**src/rtl/dir_lp_pkg.sv**
```systemverilog
package dir_lp_pkg;

   typedef enum logic [1:0] {
      POL_BCAST  = 2'd0,
      POL_NOBC   = 2'd1,
      POL_COARSE = 2'd2,
      POL_RSV    = 2'd3
   } policy_e;

   typedef enum logic [1:0] {
      OP_READ  = 2'd0,
      OP_WRITE = 2'd1,
      OP_EVICT = 2'd2,
      OP_IDLE  = 2'd3
   } op_e;

endpackage

```
**src/rtl/dir_lp_expand.sv**
```systemverilog
// Turns one stored entry into a flat node mask of its sharers.
module dir_lp_expand
   import dir_lp_pkg::*;
#(
   parameter int NODES = 16,
   parameter int NPTR  = 2,
   parameter int PTR_W = 4,
   parameter int GROUP = 2
) (
   input  logic [NPTR*PTR_W-1:0] ptrs,
   input  logic [NPTR-1:0]       vld,
   input  logic                  ovf,
   input  policy_e               policy,
   output logic [NODES-1:0]      sharers
);
   localparam int GSH = $clog2(GROUP);

   logic [NODES-1:0] coarse_map;

   // Each node follows the vector bit of its group.
   for (genvar n = 0; n < NODES; n++) begin : g_coarse
      assign coarse_map[n] = ptrs[n >> GSH];
   end

   always_comb begin
      sharers = '0;
      if (!ovf) begin
         for (int p = 0; p < NPTR; p++) begin
            if (vld[p]) sharers = sharers | (NODES'(1) << ptrs[p*PTR_W +: PTR_W]);
         end
      end else if (policy == POL_COARSE) begin
         sharers = coarse_map;
      end else begin
         sharers = '1;
      end
   end
endmodule

```
**src/rtl/dir_lp_update.sv**
```systemverilog
// Next-state and invalidation logic for one entry and one request.
module dir_lp_update
   import dir_lp_pkg::*;
#(
   parameter int NODES = 16,
   parameter int NPTR  = 2,
   parameter int PTR_W = 4,
   parameter int CVW   = 8,
   parameter int GROUP = 2,
   parameter int RRW   = 1
) (
   input  logic [NPTR*PTR_W-1:0] cur_ptrs,
   input  logic [NPTR-1:0]       cur_vld,
   input  logic                  cur_ovf,
   input  logic [RRW-1:0]        cur_rr,
   input  op_e                   op,
   input  policy_e               policy,
   input  logic [PTR_W-1:0]      node,
   input  logic [NODES-1:0]      sharers,
   output logic [NPTR*PTR_W-1:0] nxt_ptrs,
   output logic [NPTR-1:0]       nxt_vld,
   output logic                  nxt_ovf,
   output logic [RRW-1:0]        nxt_rr,
   output logic [NODES-1:0]      inv_mask
);
   localparam int GSH = $clog2(GROUP);

   logic [CVW-1:0]   grp_bits;
   logic [CVW-1:0]   own_grp;
   logic             hit;
   logic             has_free;
   logic [RRW-1:0]   free_idx;
   logic [PTR_W-1:0] victim;

   // Collapse the current sharer mask into group bits.
   for (genvar g = 0; g < CVW; g++) begin : g_grp
      assign grp_bits[g] = |sharers[g*GROUP +: GROUP];
   end

   assign own_grp = CVW'(1) << (node >> GSH);
   assign victim  = cur_ptrs[cur_rr*PTR_W +: PTR_W];

   always_comb begin
      hit      = 1'b0;
      has_free = 1'b0;
      free_idx = '0;
      for (int p = NPTR - 1; p >= 0; p--) begin
         if (cur_vld[p] && cur_ptrs[p*PTR_W +: PTR_W] == node) hit = 1'b1;
         if (!cur_vld[p]) begin
            has_free = 1'b1;
            free_idx = RRW'(p);
         end
      end
   end

   always_comb begin
      nxt_ptrs = cur_ptrs;
      nxt_vld  = cur_vld;
      nxt_ovf  = cur_ovf;
      nxt_rr   = cur_rr;
      inv_mask = '0;
      unique case (op)
         OP_READ: begin
            if (!cur_ovf) begin
               if (!hit && has_free) begin
                  nxt_ptrs[free_idx*PTR_W +: PTR_W] = node;
                  nxt_vld[free_idx]                 = 1'b1;
               end else if (!hit) begin
                  unique case (policy)
                     POL_NOBC: begin
                        inv_mask = NODES'(1) << victim;
                        nxt_ptrs[cur_rr*PTR_W +: PTR_W] = node;
                        nxt_rr = (cur_rr == RRW'(NPTR - 1)) ? '0 : cur_rr + 1'b1;
                     end
                     POL_COARSE: begin
                        nxt_ptrs = grp_bits | own_grp;
                        nxt_ovf  = 1'b1;
                     end
                     default: nxt_ovf = 1'b1;
                  endcase
               end
            end else if (policy == POL_COARSE) begin
               nxt_ptrs = cur_ptrs | own_grp;
            end
         end
         OP_WRITE: begin
            inv_mask = sharers & ~(NODES'(1) << node);
            nxt_ptrs = (NPTR*PTR_W)'(node);
            nxt_vld  = NPTR'(1);
            nxt_ovf  = 1'b0;
            nxt_rr   = '0;
         end
         OP_EVICT: begin
            inv_mask = sharers;
            nxt_ptrs = '0;
            nxt_vld  = '0;
            nxt_ovf  = 1'b0;
            nxt_rr   = '0;
         end
         default: ;
      endcase
   end
endmodule

```
**src/rtl/dir_limited_ptr.sv**
```systemverilog
module dir_limited_ptr
   import dir_lp_pkg::*;
#(
   parameter int NODES = 16,
   parameter int NPTR  = 2,
   parameter int LINES = 4
) (
   input  logic                      clk,
   input  logic                      rst_n,
   input  logic [1:0]                cfg_policy,
   input  logic                      req_valid,
   input  logic [1:0]                req_op,
   input  logic [$clog2(LINES)-1:0]  req_line,
   input  logic [$clog2(NODES)-1:0]  req_node,
   output logic                      inv_valid,
   output logic [$clog2(LINES)-1:0]  inv_line,
   output logic [NODES-1:0]          inv_mask
);
   localparam int PTR_W  = $clog2(NODES);
   localparam int LINE_W = $clog2(LINES);
   localparam int CVW    = NPTR * PTR_W;
   localparam int GROUP  = NODES / CVW;
   localparam int RRW    = $clog2(NPTR);

   if (NODES != (1 << PTR_W)) begin : g_chk_nodes
      $error("NODES must be a power of two");
   end
   if (LINES < 2 || LINES != (1 << LINE_W)) begin : g_chk_lines
      $error("LINES must be a power of two of at least 2");
   end
   if (NPTR < 2) begin : g_chk_nptr
      $error("NPTR must be at least 2");
   end
   if (GROUP < 1 || NODES != GROUP * CVW || GROUP != (1 << $clog2(GROUP))) begin : g_chk_group
      $error("coarse vector width must divide NODES into power-of-two groups");
   end

   logic [NPTR*PTR_W-1:0] st_ptrs [LINES];
   logic [NPTR-1:0]       st_vld  [LINES];
   logic [RRW-1:0]        st_rr   [LINES];
   logic [LINES-1:0]      st_ovf;

   policy_e               policy;
   op_e                   op;
   logic [NODES-1:0]      cur_sharers;
   logic [NPTR*PTR_W-1:0] nxt_ptrs;
   logic [NPTR-1:0]       nxt_vld;
   logic                  nxt_ovf;
   logic [RRW-1:0]        nxt_rr;
   logic [NODES-1:0]      upd_inv;
   logic                  do_req;

   assign policy = policy_e'(cfg_policy);
   assign op     = op_e'(req_op);
   assign do_req = req_valid && (op != OP_IDLE);

   dir_lp_expand #(
      .NODES(NODES), .NPTR(NPTR), .PTR_W(PTR_W), .GROUP(GROUP)
   ) u_expand (
      .ptrs    (st_ptrs[req_line]),
      .vld     (st_vld[req_line]),
      .ovf     (st_ovf[req_line]),
      .policy  (policy),
      .sharers (cur_sharers)
   );

   dir_lp_update #(
      .NODES(NODES), .NPTR(NPTR), .PTR_W(PTR_W), .CVW(CVW), .GROUP(GROUP), .RRW(RRW)
   ) u_update (
      .cur_ptrs (st_ptrs[req_line]),
      .cur_vld  (st_vld[req_line]),
      .cur_ovf  (st_ovf[req_line]),
      .cur_rr   (st_rr[req_line]),
      .op       (op),
      .policy   (policy),
      .node     (req_node),
      .sharers  (cur_sharers),
      .nxt_ptrs (nxt_ptrs),
      .nxt_vld  (nxt_vld),
      .nxt_ovf  (nxt_ovf),
      .nxt_rr   (nxt_rr),
      .inv_mask (upd_inv)
   );

   always_ff @(posedge clk) begin
      if (!rst_n) begin
         for (int l = 0; l < LINES; l++) begin
            st_ptrs[l] <= '0;
            st_vld[l]  <= '0;
            st_rr[l]   <= '0;
         end
         st_ovf    <= '0;
         inv_valid <= 1'b0;
         inv_line  <= '0;
         inv_mask  <= '0;
      end else begin
         if (do_req) begin
            st_ptrs[req_line] <= nxt_ptrs;
            st_vld[req_line]  <= nxt_vld;
            st_ovf[req_line]  <= nxt_ovf;
            st_rr[req_line]   <= nxt_rr;
         end
         inv_valid <= do_req && (upd_inv != '0);
         inv_mask  <= do_req ? upd_inv : '0;
         inv_line  <= req_line;
      end
   end

   // outside no-broadcast mode a read never triggers invalidation.
   p_read_quiet_r3: assert property (@(posedge clk) disable iff (!rst_n)
      (req_valid && op == OP_READ && policy != POL_NOBC) |=> !inv_valid);

   // a no-broadcast read displaces at most one sharer.
   p_single_victim_r4: assert property (@(posedge clk) disable iff (!rst_n)
      (req_valid && op == OP_READ && policy == POL_NOBC) |=> $onehot0(inv_mask));

   p_writer_excluded_r6: assert property (@(posedge clk) disable iff (!rst_n)
      (req_valid && op == OP_WRITE) |=> !inv_mask[$past(req_node)]);

   p_write_single_owner_r7: assert property (@(posedge clk) disable iff (!rst_n)
      (req_valid && op == OP_WRITE) |=>
         (!st_ovf[$past(req_line)] && st_vld[$past(req_line)] == NPTR'(1)));

   p_evict_empty_r8: assert property (@(posedge clk) disable iff (!rst_n)
      (req_valid && op == OP_EVICT) |=>
         (!st_ovf[$past(req_line)] && st_vld[$past(req_line)] == '0));

   p_no_req_no_inv_r9: assert property (@(posedge clk) disable iff (!rst_n)
      !req_valid |=> (!inv_valid && inv_mask == '0));

endmodule

```
**config.mk**
```make
export PLATFORM = sky130hd
export DESIGN_NAME = dir_limited_ptr
export DESIGN_NICKNAME = d
export VERILOG_FILES = /design/src/rtl/dir_lp_pkg.sv /design/src/rtl/dir_lp_expand.sv /design/src/rtl/dir_lp_update.sv /design/src/rtl/dir_limited_ptr.sv
export SDC_FILE = /design/constraint.sdc
export NUM_CORES = 1
export LEC_CHECK = 0
export BUFFER_PORTS_ARGS = -buffer_cell sky130_fd_sc_hd__buf_2
export CAP_MARGIN = 25
export CORE_MARGIN = 5
export CORE_UTILIZATION = 30
export CTS_CLUSTER_DIAMETER = 100
export CTS_CLUSTER_SIZE = 20
export DETAILED_ROUTE_END_ITERATION = 16
export MAX_ROUTING_LAYER = met4
export PLACE_DENSITY = 0.43
export SYNTH_ARGS = -nofsm -noshare
export SYNTH_HDL_FRONTEND = slang
export SYNTH_SLANG_ARGS = --single-unit
```
**constraint.sdc**
```tcl
create_clock -name clk -period 7.05 [get_ports clk]
set_clock_uncertainty 0.2 [all_clocks]
set_input_delay 1.0575 -clock clk [delete_from_list [all_inputs] [get_ports clk]]
set_output_delay 1.0575 -clock clk [all_outputs]
set_load 0.02 [all_outputs]
```
==> run_results.csv, run 1 <==
group,metric,value,unit
synth,synth_cells,498,
finish,drive_above_1_share,0.151,
floorplan,die_w,134,um
synth,seq_area_frac_synth,0.381,
cts,hold_buffers,0,
cts,clk_pin_slew,0.06,ns
synth,synthesis.area,4600,um2
floorplan,die-height,134,um
global_routing,track_usage,0.188,
timing,finalCritPeriodShare,0.644,
global_routing,antenna_found_initial,0,
global_routing,grt_max_degree,27,
power_and_ir_drop,peakVddDrop,0.000143,V
worst_setup_path,cp_top_family,"simple AND/OR/NAND/NOR gates",
worst_setup_path,cp_max_fo,23,
synth,async_flop_share,0,
worst_setup_path,arrival,4.40,ns
timing,setup_tns,0,ns
route,routed_wl,16000,um
route,drt-initial-drc-count,292,
worst_setup_path,path_class,"input port to flip-flop",
hold_path,whs_path_depth,1,
floorplan,die-area,17900,um2
timing,whs,0.275,ns
cts,post_cts_resized,0,
finish,layout.nets,514,
route,drc,0,
synth,yosys_warnings,0,
finish,nFillCells,1568,
global_routing,grt_pass1_vias,4132,
cts,cts_max_level,3,
worst_setup_path,cp.required,6.91,ns
timing,hold_violations,0,
global_routing,grt_pass1_wl,25000,um
synth,yosysTopAreaCell,"edfxtp_1",
worst_setup_path,critPathCaptureType,"flip-flop",
timing,worstMarginPinSlew,0.944,ns
route,firstDrtPassIters,5,
power_and_ir_drop,leakagePower,1.84,nW
finish,fin_util,0.335,
power_and_ir_drop,power.density,208,nW/um2
finish,layout_common_cells,"49 x nor2_1, 41 x edfxtp_1, 35 x nand2_1",
synth,synth.top_cells.by_area,"edfxtp_1 27%, dfxtp_1 11%, mux4_2 5.4%, nor2_1 4.0%, a21oi_1 3.4%",
cts,worstSkewPairLatency,0.35,ns
route,vias_per_cell,5.95,
worst_setup_path,slowest_delay,0.75,ns
worst_setup_path,crit_cells,9,
run_status,status,"completed",
finish,mostFrequentLayoutCell,"nor2_1",
place,io_buffers,31,
worst_setup_path,crit_buf_inv,1,
synth,synth.avg_cell_area,9.24,um2
timing,rsz0062_at_grt,"no",
timing,maxSlewViolCount,0,
worst_setup_path,path_cells,"buf_2 > mux4_2 > xnor2_1 > nand3_1 > nor2_1 > nor3_2 > a211o_1 > o31ai_1 > a21oi_1",
timing,finalSetupViolCount,0,
worst_setup_path,reg2regPathDepth,8,
cts,clockRootBuffer,"clkbuf_16",
place,place.gp.congestion,0.921,
worst_setup_path,cpMaxStageDelayCell,"mux4_2",
synth,netlist.area_leader.share,0.267,
finish,n_antenna_cell,0,
global_routing,grt_overflow,0,
floorplan,coreArea,15100,um2
synth,ys_types,67,
floorplan,start_util,0.304,
finish,syn_to_final_growth,10.4,%
floorplan,io_pins,32,
place,dp_hpwl,11500,um
timing,finalCriticalPeriod,4.54,ns
synth,syn_nets,513,
synth,yosys_most_used_dff,"edfxtp_1",
flow_run,cap_violations,0,
timing,fin_ws,2.51,ns
cts,numCtsBuffers,9,
route,wl_per_cell,23.1,um
timing,fmax,0.220,GHz
cts,post_cts_buffers,0,
route,ant_nets,0,
cts,clkSinkCount,67,
worst_setup_path,worst_setup_path_start_kind,"input port",
hold_path,hp-class,"flip-flop to flip-flop",
place,place_ws,2.15,ns
timing,timing.slew.headroom,0.371,
synth,synth_edf_count,41,
floorplan,row_count,45,
route,vias,4120,
cts,cts_tree,"built",
cts,clockBufferDepth,2,
synth,synth-seq-cells,67,
-- layer usage --
layer | wire [um] | vias to the layer above | track usage
met2 | 7410 | 137 | 0.290
met5 | 0 | - | -
met1 | 7240 | 2024 | 0.240
met3 | 771 | 36 | 0.0416
li1 | - | 1923 | -
met4 | 562 | 0 | 0.0771
-- final timing paths --
path                      start       endpoint  slack [ns]
setup / recovery    req_line[0]  st_ptrs[3][3]        2.51
setup reg to reg  st_ptrs[3][4]  st_ptrs[3][3]        3.47
hold / removal         st_rr[0]       st_rr[0]        0.27
hold reg to reg        st_rr[0]       st_rr[0]        0.27
-- logic make-up (layout without fill, tap and decap cells) --
logic type,after synthesis,in the layout,share of synthesized area
adder cells (fa/ha/maj),2,2,0.00544
multiplexers,27,27,0.0932
flip-flops,67,67,0.381
AO/OA/AOI/OAI,139,139,0.216
XOR/XNOR,9,9,0.0171
buffers and inverters,54,60,0.0525
AND/OR/NAND/NOR,200,200,0.235
-- layout make-up --
cell class                 count  area, um2  area share
multi-input combinational    377       2610       0.514
sequential                    67       1750       0.345
clock buffer                  11        243      0.0478
tap                          188        235      0.0463
timing repair buffer          31        155      0.0305
inverter                      13       48.8     0.00960
clock inverter                 5       37.5     0.00739
-- metrics by stage --
step	instance area [um2]	std cells	power, W
final	5080	692	0.00106
after global routing	5080	692	0.00110
after CTS	5080	692	0.00107
after detailed placement	4800	676	0.000634
after global placement	4800	676	0.000634
after floorplan	4600	498	0.000583
-- where the power goes --
part	switching [W]	internal [W]
Combinational	0.000133	0.0000617
Sequential	0.00000336	0.000430
Clock	0.000180	0.000250
-- state kept, by name (all words and copies together) (netlist names) --
| name | count |
|---|---|
| inv_mask | 16 |
| st_rr | 4 |
| st_vld | 8 |
| inv_valid | 1 |
| st_ptrs | 32 |
| inv_line | 2 |
| st_ovf | 4 |
-- cells in the mapped netlist (all sizes together), types with 3 or more instances --
master and count:
nor2 49, edfxtp 41, nand2 35, a21oi 32, clkbuf 30, dfxtp 26
o21ai 22, and2 20, nor3 20, inv 13, a221oi 12, mux4 12
nor2b 12, buf 11, mux2i 11, nor4 11, and3 10, a31oi 9
nand3 9, xnor2 9, a211oi 8, a311oi 7, a41oi 6, nand2b 6
nand4 6, nor3b 6, or2 5, a22o 4, and3b 4, mux2 4
o21a 4, o21bai 4, a2111oi 3, a211o 3, nand3b 3, o31ai 3
o41ai 3
No activity file was read; power rests on OpenSTA's default activity.
==> run 2, diff against run 1 <==
--- a/config.mk
+++ b/config.mk
@@ -13,7 +13,7 @@
 export CTS_CLUSTER_SIZE = 20
 export DETAILED_ROUTE_END_ITERATION = 16
 export MAX_ROUTING_LAYER = met4
-export PLACE_DENSITY = 0.43
+export PLACE_DENSITY = 0.45
 export SYNTH_ARGS = -nofsm -noshare
 export SYNTH_HDL_FRONTEND = slang
 export SYNTH_SLANG_ARGS = --single-unit
==> constraint.sdc (replaced) <==
create_clock -name clk -period 3.8 [get_ports clk]
set_clock_uncertainty 0.2 [all_clocks]
set_input_delay 0.57 -clock clk [delete_from_list [all_inputs] [get_ports clk]]
set_output_delay 0.57 -clock clk [all_outputs]
set_load 0.02 [all_outputs]
==> run_results.csv, run 2 (synthesis gave the netlist of run 1 again) <==
group,metric,value,unit
cts,cts_max_level,3,
floorplan,die-height,134,um
finish,largest_reg_flops,32,
worst_setup_path,crit_top_cell,"buf_4",
worst_setup_path,path_class,"input port to flip-flop",
route,wl_per_cell,22.4,um
timing,fmax,0.276,GHz
timing,finalCritPeriodShare,0.954,
finish,nFillCells,1570,
worst_setup_path,arrival,3.50,ns
worst_setup_path,cpMaxStageDelayCell,"mux4_2",
route,firstDrtPassIters,5,
global_routing,grt_pass1_vias,4351,
timing,finalCriticalPeriod,3.63,ns
finish,drive_above_1_share,0.246,
run_status,status,"completed",
place,place.gp.congestion,0.965,
finish,fin_util,0.368,
hold_path,hp-class,"flip-flop to flip-flop",
floorplan,row_count,45,
finish,top_regs,"st_ptrs x32, inv_mask x16, st_vld x8",
route,drc,0,
timing,worstMarginPinSlew,0.758,ns
flow_run,cap_violations,0,
cts,clkSinkCount,67,
hold_path,worstHoldStart,"st_rr[1]",
route,drt-initial-drc-count,314,
cts,worstSkewPairLatency,0.35,ns
timing,maxSlewViolCount,0,
worst_setup_path,critPathCaptureType,"flip-flop",
global_routing,track_usage,0.194,
worst_setup_path,cp.required,3.67,ns
cts,clk_pin_slew,0.06,ns
worst_setup_path,path_cells,"buf_2 > buf_4 > mux4_2 > xnor2_1 > nand3_1 > nor2_1 > buf_4 > nor3_2 > a211o_1 > o31ai_1 > buf_4 > a21oi_1",
global_routing,grt_max_degree,20,
floorplan,die-area,17900,um2
timing,rsz0062_at_grt,"no",
place,dp_hpwl,13000,um
worst_setup_path,worst_setup_path_start_kind,"input port",
floorplan,start_util,0.304,
worst_setup_path,slowest_delay,0.59,ns
global_routing,antenna_found_initial,0,
global_routing,grt_overflow,0,
finish,syn_to_final_growth,21.1,%
finish,max_flop_register,"st_ptrs",
finish,seq_area,1750,um2
finish,n_antenna_cell,0,
cts,hold_buffers,0,
floorplan,coreArea,15100,um2
finish,multiInputGateArea,2610,um2
timing,setup_tns,0,ns
route,routed_wl,16900,um
cts,post_cts_resized,0,
place,io_buffers,31,
timing,hold_violations,0,
worst_setup_path,cp_max_fo,8,
cts,numCtsBuffers,9,
worst_setup_path,crit_buf_inv,4,
finish,layout_common_cells,"61 x buf_4, 49 x nor2_1, 41 x edfxtp_1",
cts,clockRootBuffer,"clkbuf_16",
power_and_ir_drop,peakVddDrop,0.000246,V
cts,cts_tree,"built",
worst_setup_path,cp_top_family,"buffers and inverters",
route,vias_per_cell,5.91,
worst_setup_path,worstSetupStartpoint,"req_line[0]",
global_routing,grt_pass1_wl,25600,um
timing,timing.slew.headroom,0.494,
cts,clockBufferDepth,2,
floorplan,io_pins,32,
power_and_ir_drop,leakagePower,2.15,nW
power_and_ir_drop,power.density,368,nW/um2
route,ant_nets,0,
finish,mostFrequentLayoutCell,"buf_4",
floorplan,die_w,134,um
worst_setup_path,r2r_start,"st_ptrs[3][0]",
finish,layout.nets,576,
route,vias,4458,
timing,finalSetupViolCount,0,
cts,post_cts_buffers,0,
==> run 2: cell count changes in the layout (fill, tap and decap cells not counted), sizes merged <==
cell / before / now
clkbuf: 11 / 9
clkinv: 3 / 2
inv: 15 / 17
clkinvlp: 0 / 1
buf: 31 / 93
==> run 2: cell type report <==
cell class,instances,share of cell area
clock buffer,9,0.0404
clock inverter,7,0.0126
multi-input combinational,377,0.468
sequential,67,0.314
inverter,13,0.00875
tap,188,0.0422
timing repair buffer,93,0.114
==> run 2: path summary, 6_finish.rpt <==
kind                        end  slack [ns]  cells past startpoint
setup / recovery  st_ptrs[1][3]        0.17                     12
hold / removal         st_rr[1]        0.27                      1
setup reg to reg  st_ptrs[1][3]        0.39                     10
hold reg to reg        st_rr[1]        0.27                      1
==> run 2: where the power goes <==
part | switching (W) | internal, W | leakage, nW
sequential | 0.00000660 | 0.000798 | 0.640
combinational | 0.000266 | 0.000162 | 1.37
clock | 0.000363 | 0.000459 | 0.142
==> run 2: per-layer routing <==
layer  global-route usage  share of wire  wire length, um  vias up
met4               0.0874          0.037              627        0
met1                0.242           0.43             7240     2184
met2                0.310           0.48             8060      187
li1                     -              -                -     2041
met3               0.0334          0.058              987       46
met5                    -              0                0        -
==> run 2: stage by stage <==
step	cells	total power (W)	hold slack (ns)	instance area [um2]	worst slack [ns]
after global routing	754	0.00213	0.297	5570	0.0456
after detailed placement	738	0.00124	0.253	5280	-0.162
final	754	0.00205	0.272	5570	0.175
after CTS	754	0.00207	0.273	5570	0.180
after global placement	738	0.00124	0.253	5280	-0.130
after floorplan	498	0.00108	0.234	4600	0.396
==> run 3, diff against run 2 <==
--- a/config.mk
+++ b/config.mk
@@ -7,7 +7,6 @@
 export LEC_CHECK = 0
 export BUFFER_PORTS_ARGS = -buffer_cell sky130_fd_sc_hd__buf_2
 export CAP_MARGIN = 25
-export CORE_MARGIN = 5
 export CORE_UTILIZATION = 30
 export CTS_CLUSTER_DIAMETER = 100
 export CTS_CLUSTER_SIZE = 20
==> run_results.csv, run 3 (synthesis gave the netlist of run 1 again) <==
group,metric,value,unit
global_routing,track_usage,0.227,
finish,max_flop_register,"st_ptrs",
worst_setup_path,worstSetupStartpoint,"req_line[0]",
hold_path,worstHoldStart,"st_ovf[0]",
route,drt-initial-drc-count,399,
run_status,status,"completed",
hold_path,hp-class,"flip-flop to flip-flop",
timing,finalSetupViolCount,0,
route,wl_per_cell,21.6,um
worst_setup_path,crit_top_cell,"buf_4",
timing,hold_violations,0,
timing,rsz0062_at_grt,"no",
route,ant_nets,0,
route,vias_per_cell,5.83,
floorplan,start_util,0.312,
timing,finalCriticalPeriod,3.56,ns
cts,clk_pin_slew,0.06,ns
finish,layout_common_cells,"91 x buf_4, 48 x nor2_1, 41 x edfxtp_1",
worst_setup_path,arrival,3.41,ns
finish,mostFrequentLayoutCell,"buf_4",
finish,layout.nets,605,
place,place.gp.congestion,0.891,
cts,cts_max_level,3,
route,firstDrtPassIters,6,
cts,clkSinkCount,67,
worst_setup_path,crit_buf_inv,3,
worst_setup_path,r2r_start,"st_ptrs[3][6]",
timing,maxSlewViolCount,0,
worst_setup_path,cp.required,3.65,ns
floorplan,die-height,126,um
place,dpl.cell_count,763,
floorplan,row_count,44,
global_routing,antenna_found_initial,0,
worst_setup_path,cpMaxStageDelayCell,"mux4_2",
worst_setup_path,cp_max_fo,16,
finish,finalNonFillerCells,779,
timing,whs,0.282,ns
finish,n_antenna_cell,0,
power_and_ir_drop,leakagePower,2.31,nW
worst_setup_path,worst_setup_path_start_kind,"input port",
place,io_buffers,31,
timing,fmax,0.281,GHz
global_routing,grt_max_degree,22,
cts,clockRootBuffer,"clkbuf_16",
worst_setup_path,slowest_delay,0.68,ns
timing,finalCritPeriodShare,0.938,
cts,clockBufferDepth,2,
finish,nFillCells,1520,
worst_setup_path,path_cells,"buf_4 > mux4_2 > and2_1 > buf_4 > a221oi_1 > o21bai_1 > a311oi_1 > o31ai_1 > buf_4 > a21oi_1",
floorplan,io_pins,32,
global_routing,grt_overflow,0,
cts,numCtsBuffers,9,
cts,worstSkewPairLatency,0.34,ns
flow_run,cap_violations,0,
floorplan,die_w,126,um
worst_setup_path,cp_top_family,"compound AO/OA/AOI/OAI gates",
power_and_ir_drop,peakVddDrop,0.000349,V
route,drc,0,
finish,syn_to_final_growth,26.7,%
timing,setup_tns,0,ns
global_routing,grt_pass1_wl,25800,um
global_routing,grt_pass1_vias,4336,
cts,cts_tree,"built",
cts,post_cts_buffers,0,
finish,largest_reg_flops,32,
finish,drive_above_1_share,0.284,
floorplan,die-area,15800,um2
power_and_ir_drop,power.density,373,nW/um2
worst_setup_path,path_class,"input port to flip-flop",
finish,top_regs,"st_ptrs x32, inv_mask x16, st_vld x8",
route,vias,4539,
place,place_ws,-0.373,ns
worst_setup_path,critPathCaptureType,"flip-flop",
route,routed_wl,16900,um
timing,timing.slew.headroom,0.464,
floorplan,coreArea,14800,um2
timing,worstMarginPinSlew,0.802,ns
place,dp_hpwl,13100,um
timing,fin_ws,0.237,ns
[run 3: per-stage QoR]
step / util / area (um2) / power (W)
after CTS: 0.395 / 5830 / 0.00220
after floorplan: - / 4600 / 0.00108
final: 0.395 / 5830 / 0.00218
after global routing: 0.395 / 5830 / 0.00227
after detailed placement: 0.372 / 5490 / 0.00126
after global placement: 0.372 / 5490 / 0.00126
[run 3: worst reg2reg max path: stages, from the launching register on]
cell and delay [ns]:
edfxtp_1 0.38, mux4_2 0.62, and2_1 0.24, buf_4 0.14, a221oi_1 0.25, o21bai_1 0.27, a311oi_1 0.18, o31ai_1 0.51
buf_4 0.22, a21oi_1 0.06
[run 3: power breakdown]
| group | internal, W | total, W | switching, W |
|---|---|---|---|
| Combinational | 0.000182 | 0.000448 | 0.000267 |
| Sequential | 0.000798 | 0.000805 | 0.00000662 |
| Clock | 0.000600 | 0.000924 | 0.000324 |
[run 3: routing by layer]
| layer | part of all wire | vias up | GRT usage |
|---|---|---|---|
| met4 | 0.035 | 0 | 0.0843 |
| met1 | 0.44 | 2220 | 0.281 |
| met2 | 0.47 | 182 | 0.367 |
| li1 | - | 2094 | - |
| met3 | 0.049 | 43 | 0.0429 |
| met5 | 0 | - | - |
[run 3: path summary, 6_finish.rpt]
path              slack, ns  cells after the start            end
hold / removal         0.28                      2      st_ovf[0]
setup reg to reg       0.44                      9  st_ptrs[3][3]
setup / recovery       0.24                     10  st_ptrs[3][3]
hold reg to reg        0.28                      2      st_ovf[0]
[run 3: area by class of cell]
cell class                 instances  area (um2)  share of cell area
timing repair buffer             122         853               0.146
inverter                          13        48.8             0.00837
multi-input combinational        377        2610               0.448
tap                              184         230              0.0395
sequential                        67        1750               0.300
clock buffer                      10         239              0.0410
clock inverter                     6        96.3              0.0165
[run 3: what timing repair did]
action | 4_1_cts | 5_1_grt
endpoints found under the setup margin | 4 | 4
resized for setup | 1 | 1
hold buffers | 0 | 0
